### src/rtl/stripe_fill_pkg.sv
package stripe_fill_pkg;
  typedef struct packed {
    logic clear;
    logic advance;
  } sweepCtl_t;

  typedef enum logic [1:0] {
    ST_IDLE = 2'd0,
    ST_RUN  = 2'd1,
    ST_DONE = 2'd2
  } sweepState_e;
endpackage

### src/rtl/stripe_fill_dp.sv
module stripe_fill_dp
  import stripe_fill_pkg::*;
#(
  parameter int COLS = 160,
  parameter int ROWS = 120,
  parameter int XW   = $clog2(COLS),
  parameter int YW   = $clog2(ROWS),
  parameter int CW   = 3
) (
  input  logic          clk,
  input  logic          rst,
  input  sweepCtl_t     ctl,
  output logic [XW-1:0] xPos,
  output logic [YW-1:0] yPos,
  output logic [CW-1:0] color,
  output logic          frameEnd
);
  localparam logic [XW-1:0] LAST_X = XW'(COLS - 1);
  localparam logic [YW-1:0] LAST_Y = YW'(ROWS - 1);

  logic rowEnd;

  assign rowEnd   = (xPos == LAST_X);
  assign frameEnd = rowEnd && (yPos == LAST_Y);
  assign color    = xPos[CW-1:0];

  always_ff @(posedge clk) begin
    if (rst || ctl.clear) begin
      xPos <= '0;
      yPos <= '0;
    end else if (ctl.advance) begin
      if (rowEnd) begin
        xPos <= '0;
        yPos <= yPos + 1'b1;
      end else begin
        xPos <= xPos + 1'b1;
      end
    end
  end

  AST_CLEAR_ORIGIN: assert property (@(posedge clk) disable iff (rst)
    ctl.clear |=> (xPos == '0 && yPos == '0));
  AST_COL_STEP: assert property (@(posedge clk) disable iff (rst)
    (ctl.advance && !ctl.clear && xPos != LAST_X) |=>
      (xPos == XW'($past(xPos) + 1'b1) && $stable(yPos)));
  AST_ROW_WRAP: assert property (@(posedge clk) disable iff (rst)
    (ctl.advance && !ctl.clear && xPos == LAST_X) |=>
      (xPos == '0 && yPos == YW'($past(yPos) + 1'b1)));
  AST_X_BOUND: assert property (@(posedge clk) disable iff (rst)
    xPos <= LAST_X);
  AST_Y_BOUND: assert property (@(posedge clk) disable iff (rst)
    yPos <= LAST_Y);
endmodule

### src/rtl/stripe_fill_ctrl.sv
module stripe_fill_ctrl
  import stripe_fill_pkg::*;
(
  input  logic      clk,
  input  logic      rst,
  input  logic      start,
  input  logic      frameEnd,
  output sweepCtl_t ctl,
  output logic      plot,
  output logic      done
);
  sweepState_e state, nextState;

  always_comb begin
    nextState   = state;
    ctl.clear   = 1'b0;
    ctl.advance = 1'b0;
    unique case (state)
      ST_IDLE: begin
        if (start) begin
          nextState = ST_RUN;
          ctl.clear = 1'b1;
        end
      end
      ST_RUN: begin
        if (frameEnd) nextState = ST_DONE;
        else          ctl.advance = 1'b1;
      end
      ST_DONE: nextState = ST_IDLE;
      default: nextState = ST_IDLE;
    endcase
  end

  always_ff @(posedge clk) begin
    if (rst) state <= ST_IDLE;
    else     state <= nextState;
  end

  assign plot = (state == ST_RUN);
  assign done = (state == ST_DONE);

  AST_START_IGNORED: assert property (@(posedge clk) disable iff (rst)
    (state == ST_RUN && start && !frameEnd) |=> (state == ST_RUN));
  AST_DONE_AFTER_LAST: assert property (@(posedge clk) disable iff (rst)
    (state == ST_RUN && frameEnd) |=> (done && !plot));
  AST_DONE_SINGLE: assert property (@(posedge clk) disable iff (rst)
    done |=> (state == ST_IDLE));
  AST_IDLE_START: assert property (@(posedge clk) disable iff (rst)
    (state == ST_IDLE && start) |=> plot);
endmodule

### src/rtl/stripe_fill.sv
module stripe_fill
  import stripe_fill_pkg::*;
#(
  parameter int COLS = 160,
  parameter int ROWS = 120,
  parameter int CW   = 3,
  localparam int XW  = $clog2(COLS),
  localparam int YW  = $clog2(ROWS)
) (
  input  logic          clk,
  input  logic          rst,
  input  logic          start,
  output logic [XW-1:0] x,
  output logic [YW-1:0] y,
  output logic [CW-1:0] color,
  output logic          plot,
  output logic          done
);
  sweepCtl_t ctlBus;
  logic      frameEnd;

  stripe_fill_ctrl ctrl_i (
    .clk      (clk),
    .rst      (rst),
    .start    (start),
    .frameEnd (frameEnd),
    .ctl      (ctlBus),
    .plot     (plot),
    .done     (done)
  );

  stripe_fill_dp #(
    .COLS (COLS),
    .ROWS (ROWS),
    .XW   (XW),
    .YW   (YW),
    .CW   (CW)
  ) dp_i (
    .clk      (clk),
    .rst      (rst),
    .ctl      (ctlBus),
    .xPos     (x),
    .yPos     (y),
    .color    (color),
    .frameEnd (frameEnd)
  );

  AST_RESET_QUIET: assert property (@(posedge clk)
    rst |=> (!plot && !done));
endmodule

### config.mk
export PLATFORM = sky130hd
export DESIGN_NAME = stripe_fill
export DESIGN_NICKNAME = d
export VERILOG_FILES = /design/src/rtl/stripe_fill_pkg.sv /design/src/rtl/stripe_fill_dp.sv /design/src/rtl/stripe_fill_ctrl.sv /design/src/rtl/stripe_fill.sv
export SDC_FILE = /design/constraint.sdc
export NUM_CORES = 1
export LEC_CHECK = 0
export BUFFER_PORTS_ARGS = -buffer_cell sky130_fd_sc_hd__buf_2
export CAP_MARGIN = 20
export CORE_MARGIN = 2
export CORE_UTILIZATION = 46
export CTS_BUF_LIST = sky130_fd_sc_hd__clkbuf_8 sky130_fd_sc_hd__clkbuf_16
export DETAILED_ROUTE_END_ITERATION = 10
export PLACE_DENSITY_LB_ADDON = 0.25
export SLEW_MARGIN = 40
export SYNTH_ARGS = -nofsm -noshare
export SYNTH_HDL_FRONTEND = slang
export SYNTH_SLANG_ARGS = --single-unit
### constraint.sdc
create_clock -name clk -period 2 [get_ports clk]
set_clock_uncertainty 0.05 [all_clocks]
set_input_delay 0 -clock clk [delete_from_list [all_inputs] [get_ports clk]]
set_output_delay 0 -clock clk [all_outputs]
set_load 0.05 [all_outputs]
# Word level (Yosys, flattened, before mapping)

Cells that the tools add are included.

Logic and storage cells: 24
Bits of input ports: 3
Bits in registers: 17

Equal/unequal tests: 6
Muxes and demuxes: 8
Reduce and logical (&&, ||, !) cells: 5
Add/subtract/negate cells: 2

Operator list:

| cell                | count |
|---|---|
| $add 8x1->8 const B | 1 |
| $eq 8x8->1 const B  | 1 |
| $mux 8              | 1 |
| $add 7x1->7 const B | 1 |
| $eq 7x7->1 const B  | 1 |
| $mux 1              | 4 |
| $mux 2              | 2 |
| $pmux 2 s2          | 1 |
| $reduce_and 2->1    | 2 |
| $eq 2x1->1 const B  | 1 |
| $eq 2x2->1 const B  | 1 |
| $logic_not 2->1     | 1 |
| $ne 2x1->1 const B  | 1 |
| $ne 2x2->1 const B  | 1 |
| $logic_and 1x1->1   | 1 |
| $logic_or 1x1->1    | 1 |

# Depth between registers and ports, before layout

Depth after elaboration: 5
Mapped depth: 6

# Modules after synthesis

Synthesis repeated with hierarchy kept, for this count alone.

Cell total of the unflattened synthesis: 98
Area total of the unflattened synthesis: 873.3 µm²

Modules (own cells, without submodules):

| module           | area each (µm²) | cells an instance | instances |
|---|---|---|---|
| stripe_fill_dp   | 763.2           | 88                | 1 |
| stripe_fill_ctrl | 110.1           | 10                | 1 |

# Least setup slack after synthesis

No wires, ideal clock.

Path type: flip-flop to flip-flop
Start: reg dp_i.xPos[0]
End: reg dp_i.yPos[3]
Library setup time: 0.070 ns
Stages on the path, launching flop included: 7
Buffers on the path: 1
Required time: 1.880 ns
Arrival time: 2.294 ns
Setup slack: -0.414 ns
Cells stage by stage: dfxtp_1 > ha_1 > nand4_1 > or3_4 > buf_6 > or4_1 > a21oi_1

Longest elaborated chain between the ends: 5

RTL lines:

| item                                  | line                   | RTL |
|---|---|---|
| from (decl)                           | stripe_fill_dp.sv:13   | `output logic [XW-1:0] xPos,` |
| from (signal assigned)                | stripe_fill_dp.sv:36   | `xPos <= xPos + 1'b1;` |
| $eq 8x8->1 (*)                        | stripe_fill_dp.sv:23   | `assign rowEnd = (xPos == LAST_X);` |
| $logic_and 1x1->1                     | stripe_fill_dp.sv:24   | `assign frameEnd = rowEnd && (yPos == LAST_Y);` |
| $mux 1                                | stripe_fill_ctrl.sv:26 | `if (frameEnd) nextState = ST_DONE;` |
| $mux 1                                | stripe_fill_ctrl.sv:18 | `unique case (state)` |
| $reduce_and 2->1 (no source line) (*) | n/a                    |  |
| to (signal assigned)                  | stripe_fill_dp.sv:34   | `yPos <= yPos + 1'b1;` |
| to (decl)                             | stripe_fill_dp.sv:14   | `output logic [YW-1:0] yPos,` |

Every way passes the cells marked *; elsewhere a longest branch is shown, timed or not.
A chain may end at the register's enable or synchronous reset.

# Worst setup path after layout

Start: reg dp_i.xPos[5]
End: reg dp_i.yPos[0]

Same word-level chain as after synthesis.

==> impl_metrics.env <==
export IMPL_status="completed"
export IMPL_hold_class="flop to flop"
export IMPL_ff2ff_path_depth=5
export IMPL_drcViolationCount=0
export IMPL_startpoint_type="flop"
export IMPL_boundaryPins=23
export IMPL_critical_path_slowest_cell="or3_4"
export IMPL_rsz0062_at_grt="no"
export IMPL_grt_pass1_vias=821
export IMPL_tightest_slew_ns=0.4861
export IMPL_cap_violations=0
export IMPL_syn_to_final_growth_pct=24.90
export IMPL_hold_depth=1
export IMPL_synth_fp_nets=117
export IMPL_nets=142
export IMPL_finalHoldViolCount=0
export IMPL_finalSetupViolCount=0
export IMPL_final_max_slew_violation_count=0
export IMPL_powerDensity_nw_per_um2=570.7
export IMPL_synth_distinct_cells=35
export IMPL_insertion_delay_ns=0.25
export IMPL_gr_usage_all_layers_pct=18.90
export IMPL_placed_cell_area_sq_um=1062
export IMPL_crit_start="dp_i.xPos[5]"
export IMPL_wl_per_cell_um=12.58
export IMPL_drive_gt1_share_pct=33.09
export IMPL_gp_congestion=0.7925
export IMPL_worstPathMaxFanout=8
export IMPL_clockBufferDepth=2
export IMPL_synthCells=112
export IMPL_grt_overflow=0
export IMPL_reg2reg_from="dp_i.xPos[5]"
export IMPL_final_cell_mix="22 x buf_2, 14 x nand2_1, 9 x dfxtp_1"
export IMPL_fin_area_sq_um=1142
export IMPL_core_sq_um=1922
export IMPL_drtIter0Drc=20
export IMPL_finalCritPeriodShare_pct=96.26
export IMPL_drtPass1Iterations=4
export IMPL_ff2ff_setup_slack_ns=0.07
export IMPL_slew_limit_headroom_pct=67.47
export IMPL_syn_area_sq_um=914.6
export IMPL_reg2reg_to="dp_i.yPos[0]"
export IMPL_num_vias=944
export IMPL_synthTopCellsByArea="dfxtp_1 37%, nand2_1 5.7%, a21oi_1 4.4%, or3_1 3.4%, nand3_1 3.3%"
export IMPL_cts_max_level=1
export IMPL_wirelength_um=2050
export IMPL_grt_max_degree=14
export IMPL_p_leak_nw=0.4541
export IMPL_n_antenna_cell=0
export IMPL_clkSlewWorstSetupHoldPaths_ns=0.06
export IMPL_die_h_um=48.59
export IMPL_synth_seq_area_share_pct=37.21
export IMPL_cts_tree="yes"
export IMPL_crit_arrival_ns=2.06
export IMPL_dieArea_sq_um=2361
export IMPL_start_util_pct=47.59
export IMPL_holdWs_ns=0.4019
export IMPL_min_period_ns=1.925
export IMPL_grt_antenna_before_repair=0
export IMPL_synth_seq_cells=17
export IMPL_hpwl_um=1459
export IMPL_yosys_area_top_type="dfxtp_1"
export IMPL_numCtsBuffers=3
export IMPL_max_freq_mhz=519.4
export IMPL_vias_per_cell=5.791
export IMPL_critPathRequiredTime_ns=2.13
export IMPL_grt_pass1_wl_um=3581
export IMPL_cts_sinks=17
export IMPL_synth_warnings=0
export IMPL_final_common_cell="buf_2"
export IMPL_placementRows=16
export IMPL_irDropWorstVdd_v=0.0004328
export IMPL_synth_top_area_share_pct=37.21
export IMPL_max_stage_delay_ns=0.44
export IMPL_critPathCapture="dp_i.yPos[0]"
export IMPL_cts_root_buf="clkbuf_8"
export IMPL_io_buffers=22
export IMPL_syn_area_per_cell_sq_um=8.166
export IMPL_ant_nets=0
export IMPL_critical_path_class="flop to flop"
export IMPL_path_cells="or3b_4, or3_4, buf_4, or3_1, a21oi_1"
export IMPL_endpoint_kind="flop"
export IMPL_die_x_um=48.59
-- power by group --
part,total (mW),internal [mW],switching (mW)
Clock,0.248,0.136,0.112
Sequential,0.343,0.338,0.00531
Combinational,0.0606,0.0176,0.0430
Total,0.652,0.492,0.160
-- logic make-up after synthesis --
logic type	count (synthesis)	share of synthesized area (%)
AND/OR/NAND/NOR	54	32.56
AO/OA/AOI/OAI	25	17.65
flip-flops	17	37.21
buffers and inverters	11	6.840
XOR/XNOR	2	1.916
adder cells (fa/ha/maj)	2	2.736
multiplexers	1	1.094
-- state kept, by name, summed over array words and instances (netlist names) --
name / flops
ctrl_i.state: 2
dp_i.yPos: 7
dp_i.xPos: 8
-- routing by layer --
metal  up-vias  GRT usage (%)  share of wire, %
met4         0          4.286              0.49
met1       448          23.26                44
met2        31          33.33                51
met5         -              0                 0
li1        463              -                 -
met3         2          4.630               4.6
-- per-stage QoR --
step | setup WS, ns | utilization, % | power, mW | std cells | setup TNS (ns)
2_1_floorplan | -0.01782 | - | 0.3946 | 112 | -0.01782
3_3_place_gp | 0.1109 | 55.27 | 0.4078 | 156 | 0
3_5_place_dp | 0.08252 | 55.27 | 0.4087 | 156 | 0
4_1_cts | 0.07243 | 58.66 | 0.6653 | 162 | 0
5_1_grt | 0.005524 | 59.44 | 0.6814 | 163 | 0
6_report | 0.07479 | 59.44 | 0.6519 | 163 | 0
-- timing repair --
item                                    4_1_cts  5_1_grt
gates resized for setup                       0        2
endpoints found under the setup margin        0        1
endpoints found under the hold margin         2        0
setup buffers                                 0        1
hold buffers                                  2        0
-- synthesized netlist by cell type --
cell type / n
or4_1: 3
a21oi_1: 8
or3_1: 5
a21o_1: 2
ha_1: 2
o211ai_1: 1
nand4_1: 4
nor2b_1: 1
dfxtp_1: 17
buf_4: 3
o31ai_1: 2
or3_4: 1
nand2_1: 14
buf_2: 2
a2111o_1: 2
or3b_4: 1
clkbuf_1: 2
o41ai_1: 1
a31o_2: 1
nand2b_1: 1
and2b_1: 1
or2_2: 2
nor3_1: 4
and4b_1: 1
a31oi_1: 3
o21ai_0: 5
inv_1: 3
xnor2_1: 2
and3_1: 1
nor4_1: 3
nand3_1: 6
nor2_1: 5
buf_6: 1
mux2i_1: 1
nor3b_1: 1
-- worst min-delay path by stage --
stage | startpoint | end
global route | dp_i.xPos[7] | dp_i.xPos[7]
detailed placement | rst | ctrl_i.state[0]
global placement | rst | ctrl_i.state[0]
CTS | dp_i.xPos[7] | dp_i.xPos[7]
floorplan | rst | ctrl_i.state[0]
finish | dp_i.xPos[7] | dp_i.xPos[7]
-- layout make-up --
class                      instances  area [sq um]
fill                             185         779.5
multi-input combinational         84         531.8
sequential                        17         360.3
timing repair buffer              28         160.2
clock buffer                       3         41.29
tap                               27         33.78
inverter                           3         11.26
clock inverter                     1         3.754
-- critical path: cells and delay by family, from the launching register on --
kind,cells,cell delay (ns)
AOI/OAI and AO/OA,1,0.14
buffers and inverters,1,0.16
and+or+nand+nor,3,1.14
DFF,1,0.36
Note: power is estimated with default switching activity, not from simulation.
